[src/rtl/jc_pkg.sv]
package jc_pkg;

  // A legal twisted-ring state is a single run of ones: at most one
  // place where neighbouring stages differ (ring seam not counted).
  function automatic logic jc_is_monotone(input logic [31:0] s, input int unsigned k);
    int unsigned edges;
    edges = 0;
    for (int unsigned i = 0; i + 1 < k; i++) begin
      if (s[i] != s[i+1]) edges++;
    end
    return (edges <= 1);
  endfunction

  // Next-state value of the corrected stage.
  function automatic logic jc_fix_bit(input logic head, input logic prev, input logic self);
    return (head | self) & prev;
  endfunction

endpackage

[src/rtl/jc_shift_core.sv]
module jc_shift_core #(
  parameter int STAGES  = 4,
  parameter int FIX_IDX = 2
) (
  input  logic              clk,
  input  logic              rst_n,
  input  logic              enable,
  input  logic              seed_load,
  input  logic [STAGES-1:0] seed_value,
  output logic [STAGES-1:0] stage_q,
  output logic              advance
);
  import jc_pkg::*;

  logic [STAGES-1:0] stepped;
  logic [STAGES-1:0] stage_d;

  assign advance = enable & ~seed_load;

  // Feedback of the tail stage and straight shift, stage FIX_IDX corrected.
  assign stepped[0] = ~stage_q[STAGES-1];
  for (genvar i = 1; i < STAGES; i++) begin : g_shift
    if (i == FIX_IDX) begin : g_fix
      assign stepped[i] = jc_fix_bit(stage_q[0], stage_q[i-1], stage_q[i]);
    end else begin : g_plain
      assign stepped[i] = stage_q[i-1];
    end
  end

  always_comb begin
    if (seed_load)    stage_d = seed_value;
    else if (advance) stage_d = stepped;
    else              stage_d = stage_q;
  end

  always_ff @(posedge clk or negedge rst_n) begin
    if (!rst_n) stage_q <= '0;
    else        stage_q <= stage_d;
  end
endmodule

[src/rtl/jc_phase_decode.sv]
module jc_phase_decode #(
  parameter int STAGES = 4,
  localparam int PHASES = 2 * STAGES
) (
  input  logic [STAGES-1:0] stage_q,
  output logic [PHASES-1:0] phase
);
  // One two-input gate per phase: edges of the run of ones.
  for (genvar j = 0; j < STAGES; j++) begin : g_gate
    if (j == 0) begin : g_ends
      assign phase[0]      = ~stage_q[0] & ~stage_q[STAGES-1];
      assign phase[STAGES] =  stage_q[0] &  stage_q[STAGES-1];
    end else begin : g_mid
      assign phase[j]          =  stage_q[j-1] & ~stage_q[j];
      assign phase[STAGES + j] = ~stage_q[j-1] &  stage_q[j];
    end
  end
endmodule

[src/rtl/johnson_timing_gen.sv]
module johnson_timing_gen #(
  parameter int STAGES = 4,
  localparam int PHASES = 2 * STAGES
) (
  input  logic              clk,
  input  logic              rst_n,
  input  logic              enable,
  input  logic              seed_load,
  input  logic [STAGES-1:0] seed_value,
  output logic [STAGES-1:0] state_q,
  output logic [PHASES-1:0] phase_oh
);
  import jc_pkg::*;

  logic advance_w;
  logic legal_w;

  jc_shift_core #(.STAGES(STAGES), .FIX_IDX(2)) u_core (
    .clk        (clk),
    .rst_n      (rst_n),
    .enable     (enable),
    .seed_load  (seed_load),
    .seed_value (seed_value),
    .stage_q    (state_q),
    .advance    (advance_w)
  );

  jc_phase_decode #(.STAGES(STAGES)) u_dec (
    .stage_q (state_q),
    .phase   (phase_oh)
  );

  // Named event for the checker: the register holds a legal loop state.
  assign legal_w = jc_is_monotone(32'(state_q), STAGES);
endmodule

[config.mk]
export PLATFORM = sky130hd
export DESIGN_NAME = johnson_timing_gen
export DESIGN_NICKNAME = d
export VERILOG_FILES = /design/src/rtl/jc_pkg.sv /design/src/rtl/jc_shift_core.sv /design/src/rtl/jc_phase_decode.sv /design/src/rtl/johnson_timing_gen.sv
export SDC_FILE = /design/constraint.sdc
export NUM_CORES = 1
export LEC_CHECK = 0
export BUFFER_PORTS_ARGS = -buffer_cell sky130_fd_sc_hd__buf_2
export CORE_AREA = 2 2 39 41
export CTS_CLUSTER_DIAMETER = 80
export DETAILED_ROUTE_END_ITERATION = 7
export DIE_AREA = 0 0 41 43
export GPL_TIMING_DRIVEN = 1
export PLACE_DENSITY_LB_ADDON = 0.1
export SLEW_MARGIN = 5
export SYNTH_ARGS = -nofsm -noshare
export SYNTH_HDL_FRONTEND = slang
export SYNTH_HIERARCHICAL = 1
export SYNTH_SLANG_ARGS = --single-unit
[constraint.sdc]
create_clock -name clk -period 1.3 [get_ports clk]
set_clock_uncertainty 0.2 [all_clocks]
set_input_delay 0.13 -clock clk [delete_from_list [all_inputs] [get_ports clk]]
set_output_delay 0.13 -clock clk [all_outputs]
set_load 0.1 [all_outputs]
==> summary.txt, run 1 <==
Run status
  – Outcome: complete, but fails checks
  – Failing checks: negative setup slack

Timing
  – RSZ-0062 raised after global routing: yes
  – Worst Max-Slew Pin Slew: 180 ps
  – Fmax: 669 MHz
  – Max Slew Vio Count: 0
  – Hold Vio Cnt, Final: 0
  – Setup TNS: -1210 ps
  – Slew HR: 0.879
  – Setup violators final: 11
  – Fin worst setup slack: -196 ps
  – Final worst-path cycle share: 1.15
  – Period minus WS final: 1500 ps

Cells and area
  – Largest register FFs: 4
  – Net count, final: 71
  – Share of cells above drive strength 1: 0.738
  – Antenna Cells: 0
  – P&R area growth vs syn: 184%
  – Reg with most FFs: u_core/stage_q
  – Final instance area: 747 um^2
  – Top Registers: u_core/stage_q (4)
  – Layout filler cell count: 131

Global routing
  – First-pass GRT wire length: 1240 um
  – Total gr overflow: 0
  – Vias in the first global route: 312
  – Tot GR Track Use: 0.114
  – Largest net degree at the start of global routing: 9
  – Initial antenna violation count: 0

Power
  – Peak VDD IR: 0.608 mV
  – P per Cell Area: 1280 nW/um^2
  – Leakage: 0.000339 uW

Synthesis
  – Avg Inst Size Synth: 9.38 um^2
  – Yosys warning count: 6
  – Post-synthesis cell count: 28
  – Mapped cell area: 263 um^2
  – Syn nets: 36

Detailed routing
  – DR iter-0 viols: 1
  – 1st-pass router iterations: 4
  – Vias per inst: 4.14
  – Number of remaining DRC errors: 0
  – Routed Antenna Nets: 0
  – Total Routed Length: 799 um
  – WL/cell: 10.4 um
  – Via count: 319

Floorplan
  – Die X-Extent: 41 um
  – Core Rows: 14
  – Die area: 1760 um^2
  – CORE AREA: 1380 um^2
  – # IOs: 20
  – DIE HEIGHT: 43 um
  – Initial Util: 0.190

Clock network
  – CTS Buf Count: 3
  – Clk_lat worst skew: 230 ps
  – H-tree depth: 1
  – CTS max path bufs: 2
  – CTS tree: done
  – Clock transition at path regs: 40 ps
  – CTS Root Buffer Type: clkbuf_4
  – Clock sink count: 4

Job
  – Max-cap violations: 0

Worst setup path
  – Worst r2r path cells: 4
  – Worst Path Arrival: 1170 ps
  – Peak fanout along the critical path: 6
  – Crit path capture type: primary output
  – Critical path type: reg -> out
  – Startpoint type of the worst setup path: flip-flop
  – Worst reg2reg setup slack: 50 ps
  – RR Startpoint: u_core/stage_q[1]
  – Reg-to-Reg End: u_core/stage_q[1]
  – WP data required: 970 ps

Placed design
  – Area of placed instances: 606 um^2
  – Routability congestion estimate from global placement: 0.718
  – HPWL after DPL: 607 um
  – Count of buffers from port buffering: 19

Hold path
  – Min-Delay Path Class: in -> async
-- worst max path at each step --
stage,from,endpoint
floorplan,u_core/stage_q[3],phase_oh[7]
finish,u_core/stage_q[2],phase_oh[6]
detailed placement,u_core/stage_q[2],phase_oh[6]
global route,u_core/stage_q[2],phase_oh[6]
CTS,u_core/stage_q[2],phase_oh[6]
global placement,u_core/stage_q[2],phase_oh[6]
-- final cells by class --
| type | instances | area [um^2] | share of cell area |
|---|---|---|---|
| repair buffers | 32 | 399 | 0.534 |
| clock buffers | 3 | 22.5 | 0.0302 |
| flip-flops and latches | 4 | 115 | 0.154 |
| well taps | 16 | 20.0 | 0.0268 |
| multi-input cells | 22 | 190 | 0.255 |
-- through the flow --
step | cells | power [uW] | setup WS (ps) | utilization | hold WS [ps]
after floorplan | 28 | 546 | -280 | - | -366
after global placement | 62 | 753 | 58.7 | 0.438 | -261
after global routing | 77 | 995 | -229 | 0.540 | 68.9
after detailed placement | 62 | 757 | 33.2 | 0.438 | -258
final | 77 | 954 | -196 | 0.540 | 51.9
after CTS | 77 | 967 | -211 | 0.538 | 41.4
-- per-layer routing --
layer  vias to the layer above  global-route usage  routed length (um)
li1                        157                   -                   -
met1                       143               0.104                 281
met2                        17               0.175                 427
met3                         2              0.0209                  70
met4                         0               0.140                  19
met5                         -                   0                   0
-- cells in the final DEF (no fill, tap or decap), types with 3 or more instances in the layout --
| cell | instances |
|---|---|
| buf_2 | 7 |
| buf_12 | 12 |
| nand2_1 | 4 |
| dlygate4sd3_1 | 6 |
| clkbuf_4 | 3 |
| nor2b_4 | 4 |
| buf_6 | 3 |
| dfrtp_4 | 4 |
| buf_4 | 4 |
-- worst max-delay path, cell delays in order (launching register included) --
cell and delay (ps):
dfrtp_4 520, and2b_2 240, buf_12 170
-- timing repair --
action                                 CTS  global route
pin swaps                                1             0
endpoints found under the hold margin    8             0
resized for setup                        3             2
buffers inserted                         6             1
hold buffers                             6             0
setup endpoints to repair               11            13
-- report_power, final --
group	switching [uW]	internal, uW
sequential	32.3	147
clock	49.5	103
combinational	369	253
(Power assumes the default switching activity.)
==> run 2, diff against run 1 <==
- REMOVE_ABC_BUFFERS: not set -> 1
==> run 2 against run 1 <==
Against the previous run:
- the flow still finishes with violations (negative setup slack)
- combinational power rose by 0.6%
- utilization fell by 0.63 points
- final cell count rose by 2.6%
- global-route usage did not move
- total power fell by 1.2%
- design area fell by 1.2%
- critical path depth did not move
- largest cell class unchanged
- largest power group unchanged
==> summary.txt, run 2 (synthesis results as in run 1) <==
Job
  – Max-cap violations: 0

Timing
  – RSZ-0062 raised after global routing: yes
  – Final worst-path cycle share: 1.09
  – Fmax: 704 MHz
  – Worst hold slack: 34.6 ps
  – Worst Max-Slew Pin Slew: 162 ps
  – Max Slew Vio Count: 0
  – Setup violators final: 11
  – Period minus WS final: 1420 ps
  – Hold Vio Cnt, Final: 0
  – Slew HR: 0.889
  – Fin worst setup slack: -120 ps

Hold path
  – Min-Delay Path Class: in -> async

Clock network
  – H-tree depth: 1
  – CTS Root Buffer Type: clkbuf_4
  – CTS max path bufs: 2
  – CTS Buf Count: 3
  – Clock transition at path regs: 40 ps
  – CTS tree: done
  – Clk_lat worst skew: 230 ps
  – Clock sink count: 4

Placed design
  – HPWL after DPL: 555 um
  – Count of buffers from port buffering: 19
  – Placed insts: 65
  – Area of placed instances: 572 um^2
  – Pre-CTS setup slack: 62.5 ps
  – Routability congestion estimate from global placement: 0.706

Cells and area
  – Largest register FFs: 4
  – Final core occ: 0.533
  – Net count, final: 73
  – Top Registers: u_core/stage_q (4)
  – Non-filler cells in the finished layout: 79
  – P&R area growth vs syn: 181%
  – Most common cell after layout, fill and taps aside: buf_12
  – Antenna Cells: 0
  – Layout filler cell count: 133
  – Most frequent cells in the layout: buf_12, buf_2, dlygate4sd3_1
  – Final instance area: 738 um^2
  – Share of cells above drive strength 1: 0.730
  – Reg with most FFs: u_core/stage_q

Global routing
  – Initial antenna violation count: 0
  – Total gr overflow: 0
  – First-pass GRT wire length: 1330 um
  – Largest net degree at the start of global routing: 9
  – Tot GR Track Use: 0.114
  – Vias in the first global route: 311

Floorplan
  – Initial Util: 0.190
  – Die area: 1760 um^2
  – CORE AREA: 1380 um^2
  – Die X-Extent: 41 um
  – DIE HEIGHT: 43 um
  – # IOs: 20
  – Core Rows: 14

Worst setup path
  – Startpoint type of the worst setup path: flip-flop
  – Crit path capture type: primary output
  – Worst reg2reg setup slack: 10 ps
  – WP data required: 970 ps
  – RR Startpoint: u_core/stage_q[1]
  – Reg-to-Reg End: u_core/stage_q[1]
  – Peak fanout along the critical path: 7
  – Worst r2r path cells: 5
  – Critical path type: reg -> out
  – Worst Path Arrival: 1090 ps
  – Worst setup startpoint: u_core/stage_q[0]

Power
  – Peak VDD IR: 0.533 mV
  – Leakage: 0.000341 uW
  – P per Cell Area: 1280 nW/um^2

Detailed routing
  – Via count: 318
  – 1st-pass router iterations: 4
  – WL/cell: 9.33 um
  – Vias per inst: 4.03
  – Total Routed Length: 737 um
  – DR iter-0 viols: 5
  – Number of remaining DRC errors: 0
  – Routed Antenna Nets: 0

Run status
  – Failing checks: negative setup slack
  – Outcome: complete, but fails checks
run 2: worst max-delay path by stage:
stage	endpoint	slack, ps	depth (start not counted)
6_report	phase_oh[1]	-120	2
5_1_grt	phase_oh[7]	-170	2
4_1_cts	phase_oh[1]	-120	2
3_5_place_dp	phase_oh[5]	60	2
3_3_place_gp	phase_oh[3]	80	2
2_1_floorplan	phase_oh[3]	-1450	1
run 2: routing by layer:
layer	share of wire	GRT usage
met5	0	0
met4	0	0.100
met3	0.088	0.0314
met2	0.52	0.163
met1	0.39	0.130
run 2: report_power, final:
group          internal, uW  switching (uW)  total [uW]
combinational           253             373         626
clock                   103            46.5         149
sequential              140            27.1         167
total                   496             446         942
run 2: worst max-delay path, stage by stage, from the launching register on:
cell and delay (ps):
dfrtp_2 460, and2b_2 240, buf_12 160
run 2: area by class of cell:
class                      instances  area [um^2]  area share
clock buffer                       3         22.5      0.0305
multi-input combinational         22          174       0.236
sequential                         4          104       0.141
tap                               16         20.0      0.0271
timing repair buffer              34          418       0.566
run 2: stage by stage:
| stage | TNS [ps] | power (uW) |
|---|---|---|
| after floorplan | -10310 | 494 |
| final | -717 | 942 |
| after detailed placement | 0 | 728 |
| after global routing | -1390 | 994 |
| after global placement | 0 | 723 |
| after CTS | -760 | 936 |
run 2: repair_timing:
item | in CTS | in global routing
gates resized for setup | 12 | 5
endpoints found under the hold margin | 8 | 0
hold buffers | 6 | 0
pin swaps | 0 | 1
buffers inserted | 3 | 2
endpoints found under the setup margin | 12 | 12
